--- config.mk ---
export PLATFORM = sky130hd
export DESIGN_NAME = spi_ovs_slave
export DESIGN_NICKNAME = d
export VERILOG_FILES = /design/src/rtl/spi_ovs_pkg.sv /design/src/rtl/spi_ovs_sync.sv /design/src/rtl/spi_ovs_edge.sv /design/src/rtl/spi_ovs_core.sv /design/src/rtl/spi_ovs_slave.sv
export SDC_FILE = /design/constraint.sdc
export NUM_CORES = 1
export LEC_CHECK = 0
export BUFFER_PORTS_ARGS = -buffer_cell sky130_fd_sc_hd__buf_2
export CORE_MARGIN = 8
export CORE_UTILIZATION = 40
export CTS_CLUSTER_DIAMETER = 120
export DETAILED_ROUTE_END_ITERATION = 10
export PLACE_DENSITY_LB_ADDON = 0.12
export SYNTH_ARGS = -nofsm -noshare
export SYNTH_HDL_FRONTEND = slang
export SYNTH_SLANG_ARGS = --single-unit
--- constraint.sdc ---
create_clock -name clk -period 2.4 [get_ports clk]
set_input_delay 0.12 -clock clk [delete_from_list [all_inputs] [get_ports clk]]
set_output_delay 0.12 -clock clk [all_outputs]
set_load 0.01 [all_outputs]
--- src/rtl/spi_ovs_pkg.sv ---
package spi_ovs_pkg;

    // Frame controller state
    typedef enum logic {
        ST_IDLE   = 1'b0,
        ST_ACTIVE = 1'b1
    } ctl_state_t;

    // Raw pin bundle as seen by the synchronizer
    typedef struct packed {
        logic ss_n;
        logic sck;
        logic sdi;
    } pin_bundle_t;

    // Detected serial-clock transitions
    typedef struct packed {
        logic rise;
        logic fall;
    } sck_edge_t;

    localparam int unsigned PIN_COUNT = $bits(pin_bundle_t);

    // Reset image of the pins: deselected, clock low, data low
    localparam pin_bundle_t PIN_IDLE = '{ss_n: 1'b1, sck: 1'b0, sdi: 1'b0};

    // Shift one bit into the low end of a byte-wide register
    function automatic logic [7:0] shift_in8(input logic [7:0] cur, input logic b);
        return {cur[6:0], b};
    endfunction

endpackage

--- src/rtl/spi_ovs_sync.sv ---
module spi_ovs_sync #(
    parameter int unsigned W      = 3,
    parameter int unsigned STAGES = 2,
    parameter logic [W-1:0] RST_VAL = '0
) (
    input  logic         clk,
    input  logic         rst,
    input  logic [W-1:0] d,
    output logic [W-1:0] q
);

    // One independent flop chain per input bit
    for (genvar b = 0; b < W; b++) begin : g_bit
        logic [STAGES-1:0] chain;

        always_ff @(posedge clk) begin
            if (rst) begin
                chain <= {STAGES{RST_VAL[b]}};
            end else begin
                chain <= {chain[STAGES-2:0], d[b]};
            end
        end

        assign q[b] = chain[STAGES-1];
    end

endmodule

--- src/rtl/spi_ovs_edge.sv ---
module spi_ovs_edge
    import spi_ovs_pkg::*;
(
    input  logic      clk,
    input  logic      rst,
    input  logic      sck_s,
    output sck_edge_t edge_o
);

    logic sck_prev;

    always_ff @(posedge clk) begin
        if (rst) begin
            sck_prev <= 1'b0;
        end else begin
            sck_prev <= sck_s;
        end
    end

    // Adjacent-sample comparison of the synchronized clock
    always_comb begin
        edge_o.rise = sck_s & ~sck_prev;
        edge_o.fall = ~sck_s & sck_prev;
    end

endmodule

--- src/rtl/spi_ovs_core.sv ---
module spi_ovs_core
    import spi_ovs_pkg::*;
#(
    parameter int unsigned DATA_W = 8,
    parameter logic [DATA_W-1:0] FILL = '0
) (
    input  logic              clk,
    input  logic              rst,
    input  logic              ss_act,
    input  logic              sdi_s,
    input  sck_edge_t         edge_i,
    input  logic [DATA_W-1:0] tx_data,
    input  logic              tx_load,
    output logic              tx_ready,
    output logic [DATA_W-1:0] rx_data,
    output logic              rx_valid,
    output logic              sdo,
    output logic              sdo_oe
);

    localparam int unsigned CNT_W = (DATA_W > 1) ? $clog2(DATA_W) : 1;
    localparam logic [CNT_W-1:0] LAST_BIT = CNT_W'(DATA_W - 1);

    ctl_state_t        state;
    logic [CNT_W-1:0]  bit_cnt;
    logic [DATA_W-1:0] rx_sh;
    logic [DATA_W-1:0] tx_sh;
    logic [DATA_W-1:0] hold;
    logic              hold_full;
    logic [DATA_W-1:0] next_tx;
    logic [DATA_W-1:0] rx_next;
    logic              take_hold;

    // Byte for the next slot: queued data, else fill
    assign next_tx = hold_full ? hold : FILL;
    assign rx_next = {rx_sh[DATA_W-2:0], sdi_s};

    // Holding register is drained at select fall and at byte boundaries
    assign take_hold = ss_act &&
                       ((state == ST_IDLE) ||
                        (edge_i.fall && (bit_cnt == '0)));

    always_ff @(posedge clk) begin
        if (rst) begin
            state     <= ST_IDLE;
            bit_cnt   <= '0;
            rx_sh     <= '0;
            tx_sh     <= '0;
            hold      <= '0;
            hold_full <= 1'b0;
            rx_data   <= '0;
            rx_valid  <= 1'b0;
            sdo_oe    <= 1'b0;
        end else begin
            rx_valid <= 1'b0;

            if (take_hold) begin
                tx_sh     <= next_tx;
                hold_full <= 1'b0;
            end

            if (tx_load && !hold_full) begin
                hold      <= tx_data;
                hold_full <= 1'b1;
            end

            if (!ss_act) begin
                state   <= ST_IDLE;
                bit_cnt <= '0;
                sdo_oe  <= 1'b0;
            end else begin
                if (state == ST_IDLE) begin
                    state  <= ST_ACTIVE;
                    sdo_oe <= 1'b1;
                end else if (edge_i.fall && (bit_cnt != '0)) begin
                    tx_sh <= {tx_sh[DATA_W-2:0], 1'b0};
                end

                if (edge_i.rise) begin
                    rx_sh <= rx_next;
                    if (bit_cnt == LAST_BIT) begin
                        bit_cnt  <= '0;
                        rx_data  <= rx_next;
                        rx_valid <= 1'b1;
                    end else begin
                        bit_cnt <= bit_cnt + 1'b1;
                    end
                end
            end
        end
    end

    assign tx_ready = ~hold_full;
    assign sdo      = sdo_oe ? tx_sh[DATA_W-1] : 1'b1;

endmodule

--- src/rtl/spi_ovs_slave.sv ---
module spi_ovs_slave
    import spi_ovs_pkg::*;
#(
    parameter int unsigned DATA_W      = 8,
    parameter int unsigned SYNC_STAGES = 2,
    parameter logic [DATA_W-1:0] FILL  = '0
) (
    input  logic              clk,
    input  logic              rst,
    input  logic              ss_n,
    input  logic              sck,
    input  logic              sdi,
    output logic              sdo,
    output logic              sdo_oe,
    input  logic [DATA_W-1:0] tx_data,
    input  logic              tx_load,
    output logic              tx_ready,
    output logic [DATA_W-1:0] rx_data,
    output logic              rx_valid
);

    pin_bundle_t pins_raw;
    pin_bundle_t pins_s;
    sck_edge_t   sck_edge;
    logic        ss_act;
    logic        sck_rise;
    logic        sck_fall;

    assign pins_raw = '{ss_n: ss_n, sck: sck, sdi: sdi};

    spi_ovs_sync #(
        .W       (PIN_COUNT),
        .STAGES  (SYNC_STAGES),
        .RST_VAL (PIN_IDLE)
    ) u_sync (
        .clk (clk),
        .rst (rst),
        .d   (pins_raw),
        .q   (pins_s)
    );

    assign ss_act = ~pins_s.ss_n;

    spi_ovs_edge u_edge (
        .clk    (clk),
        .rst    (rst),
        .sck_s  (pins_s.sck),
        .edge_o (sck_edge)
    );

    assign sck_rise = sck_edge.rise;
    assign sck_fall = sck_edge.fall;

    spi_ovs_core #(
        .DATA_W (DATA_W),
        .FILL   (FILL)
    ) u_core (
        .clk      (clk),
        .rst      (rst),
        .ss_act   (ss_act),
        .sdi_s    (pins_s.sdi),
        .edge_i   (sck_edge),
        .tx_data  (tx_data),
        .tx_load  (tx_load),
        .tx_ready (tx_ready),
        .rx_data  (rx_data),
        .rx_valid (rx_valid),
        .sdo      (sdo),
        .sdo_oe   (sdo_oe)
    );

endmodule

==> impl_metrics.csv <==
group,metric,value,unit
sta,slew-limit-headroom,0.495,
synthesis,synth_seq_cells,45,
setup_path,reg2reg_from,"u_sync.g_bit[2].chain[1]$_SDFF_PP1_",
cts,cts_buffer_depth,2,
final_layout,finalNetCount,230,
placed_design,dpl.cell_count,255,
sta,worst_slack,0.692,ns
synthesis,ys_seq_area_frac,0.535,
synthesis,syn_area,1690,µm²
drt,ant_nets,0,
final_layout,area_growth,15.9,%
synthesis,avgSynthCellArea,8.87,µm²
final_layout,diodes,0,
setup_path,r2r_slack,0.69,ns
global_route,use_met1,0.112,
global_route,grt_util_met3,0.0364,
setup_path,cp_num_cells,4,
final_layout,drive_above_1_share,0.178,
synthesis,postSynthNetCount,207,
cts,clock-root-buffer,"clkbuf_8",
synthesis,yosysWarningCount,0,
setup_path,path_cells,"and4bb_2 > o21a_1 > a221oi_1 > nor3_1",
setup_path,worstSetupPathType,"reg -> reg",
drt,wl,3.41,mm
synthesis,synth_commonest_cells,"dfxtp_1 (45), nand2_1 (42), a21oi_1 (26)",
synthesis,synth_flop_cell,"dfxtp_1",
synthesis,synth_top_cell_area_share,0.535,
global_route,track_usage,0.108,
pwr,ir_drop,340,µV
sta,drv_slew,0,
floorplanning,core-area,4030,µm²
synthesis,synth_edf_count,0,
floorplanning,ios,26,
synthesis,synth_cells,190,
sta,tightest_slew,0.757,ns
drt,drt_iter0_markers,61,
sta,setup_viol,0,
setup_path,slowest_delay,0.70,ns
setup_path,r2r_cells,4,
synthesis,synth_area_leaders,"dfxtp_1 (53%), nand2_1 (9.4%), a21oi_1 (7.7%)",
sta,max_clock_freq,0.585,GHz
global_route,grt_most_used_layer,"met2",
drt,first_pass_iters,4,
placed_design,gp_congestion,0.765,
cts,cts_buffers,5,
placed_design,io_buffers,25,
sta,fin_tns_setup,0,ns
drt,via_count,1302,
setup_path,critPathLaunch,"u_sync.g_bit[2].chain[1]$_SDFF_PP1_",
min_path,worstHoldPathType,"in -> reg",
drt,drc,0,
global_route,grt_remaining_overflow,0,
setup_path,cp.required,2.55,ns
flow_run,drv_cap,0,
global_route,grt_pass1_vias,1277,
sta,layout_worst_path_cycle_share,0.712,
cts,clk_latency,0.29,ns
cts,h-tree-depth,2,
setup_path,cpLargestDelayFamily,"flip-flops",
setup_path,path_max_fanout,16,
floorplanning,die_width,80.9,µm
placed_design,place_ws,0.686,ns
final_layout,filler_cell_count,382,
status,status,"finished, final reports clean",
pwr,p_total,1.40,mW
sta,finClkSkew,0.00634,ns
floorplanning,die_y,80.9,µm
drt,wl_per_cell,12.9,µm
setup_path,setup.worst_path.start_class,"flip-flop",
synthesis,synth.most_common_cell,"dfxtp_1",
setup_path,worst_setup_path_end_kind,"flip-flop",
placed_design,dpl.hpwl,2.42,mm
global_route,use_met2,0.190,
setup_path,critPathArrivalTime,1.86,ns
synthesis,async_flop_share,0,
sta,rsz0062_at_grt,"no",
final_layout,final_cells,264,
sta,min_period,1.71,ns
setup_path,path_buf_inv,0,
floorplanning,start_util,0.418,
sta,hold_viol,0,
global_route,grt_pass1_wl,5.52,mm
cts,clock-sinks,45,
pwr,p_leak,0.751,nW
setup_path,reg2reg_to,"u_core.tx_sh[2]$_SDFF_PP0_",
global_route,grt_max_degree,45,
floorplanning,die_area,6550,µm²
drt,avgViaCountPerCell,4.93,
setup_path,crit_slowest_cell,"dfxtp_1",
synthesis,synth.distinct_cells,28,
setup_path,setup.worst_path.end,"u_core.tx_sh[2]$_SDFF_PP0_",
global_route,antenna_found_initial,0,
floorplanning,rows,23,
synthesis,yosysTopAreaCell,"dfxtp_1",
cts,cts_tree,"yes",
cts,clk_pin_slew,0.08,ns
pwr,p_per_area,715,nW/µm²
## how the worst min path moves through the flow
stage | start | depth (start not counted) | slack [ns] | end
2_1_floorplan | ss_n | 1 | 0.22 | u_sync.g_bit[2].chain[0]$_SDFF_PP1_
3_3_place_gp | ss_n | 2 | 0.30 | u_sync.g_bit[2].chain[0]$_SDFF_PP1_
3_5_place_dp | ss_n | 2 | 0.31 | u_sync.g_bit[2].chain[0]$_SDFF_PP1_
4_1_cts | sdi | 2 | 0.02 | u_sync.g_bit[0].chain[0]$_SDFF_PP0_
5_1_grt | sdi | 2 | 0.03 | u_sync.g_bit[0].chain[0]$_SDFF_PP0_
6_report | sdi | 2 | 0.03 | u_sync.g_bit[0].chain[0]$_SDFF_PP0_
## report_power, final
group          total [mW]  internal [mW]  switching [mW]
Clock               0.560          0.312           0.248
Sequential          0.775          0.762          0.0134
Combinational      0.0608         0.0249          0.0359
## per-layer routing
layer	vias up	routed length [µm]
li1	687	-
met1	587	1460
met2	24	1740
met3	4	147
met4	0	54
met5	-	0
## cells by family after synthesis
group,synth area share
simple gates,0.235
compound gates,0.167
flops,0.535
buf+inv,0.0356
fa+ha+maj,0.0223
mux,0.00594
## timing repair
item / CTS / global route
setup buffers: 0 / 0
endpoints found under the hold margin: 1 / 0
resized for setup: 0 / 0
hold buffers: 1 / 0
## sequential cells by signal, indices dropped and copies added (netlist names)
name,cells
u_core.sdo_oe,1
u_core.rx_data,8
u_edge.sck_prev,1
u_core.tx_sh,8
u_core.rx_valid,1
u_core.rx_sh,7
u_core.hold,8
u_sync.g_bit.chain,6
u_core.state,1
u_core.hold_full,1
u_core.bit_cnt,3
## per-stage QoR
| stage | area (µm²) | util | hold WS [ns] |
|---|---|---|---|
| after global placement | 1830 | 0.455 | 0.305 |
| after global routing | 1950 | 0.485 | 0.0292 |
| after CTS | 1950 | 0.485 | 0.0240 |
| after floorplan | 1690 | - | 0.224 |
| final | 1950 | 0.485 | 0.0345 |
| after detailed placement | 1830 | 0.455 | 0.306 |
## layout by cell type (no fill, tap or decap), types with 2 or more instances in the layout
master	n
dfxtp_1	45
nand2_1	42
a21oi_1	26
buf_2	25
nor3_1	12
nor2_1	10
a221oi_1	7
o21ai_0	7
nor2b_1	6
inv_1	5
clkbuf_8	5
ha_1	3
nand2b_1	2
or2_2	2
## area by class of cell
cell class / instances / area [µm²] / share of cell area
clock buffers: 6 / 72.6 / 0.0372
inverters: 5 / 18.8 / 0.00961
flip-flops and latches: 45 / 901 / 0.461
repair buffers: 26 / 135 / 0.0692
multi-input cells: 130 / 724 / 0.371
well taps: 50 / 62.6 / 0.0320
clock inverters: 2 / 38.8 / 0.0199
(Power assumes the default switching activity.)
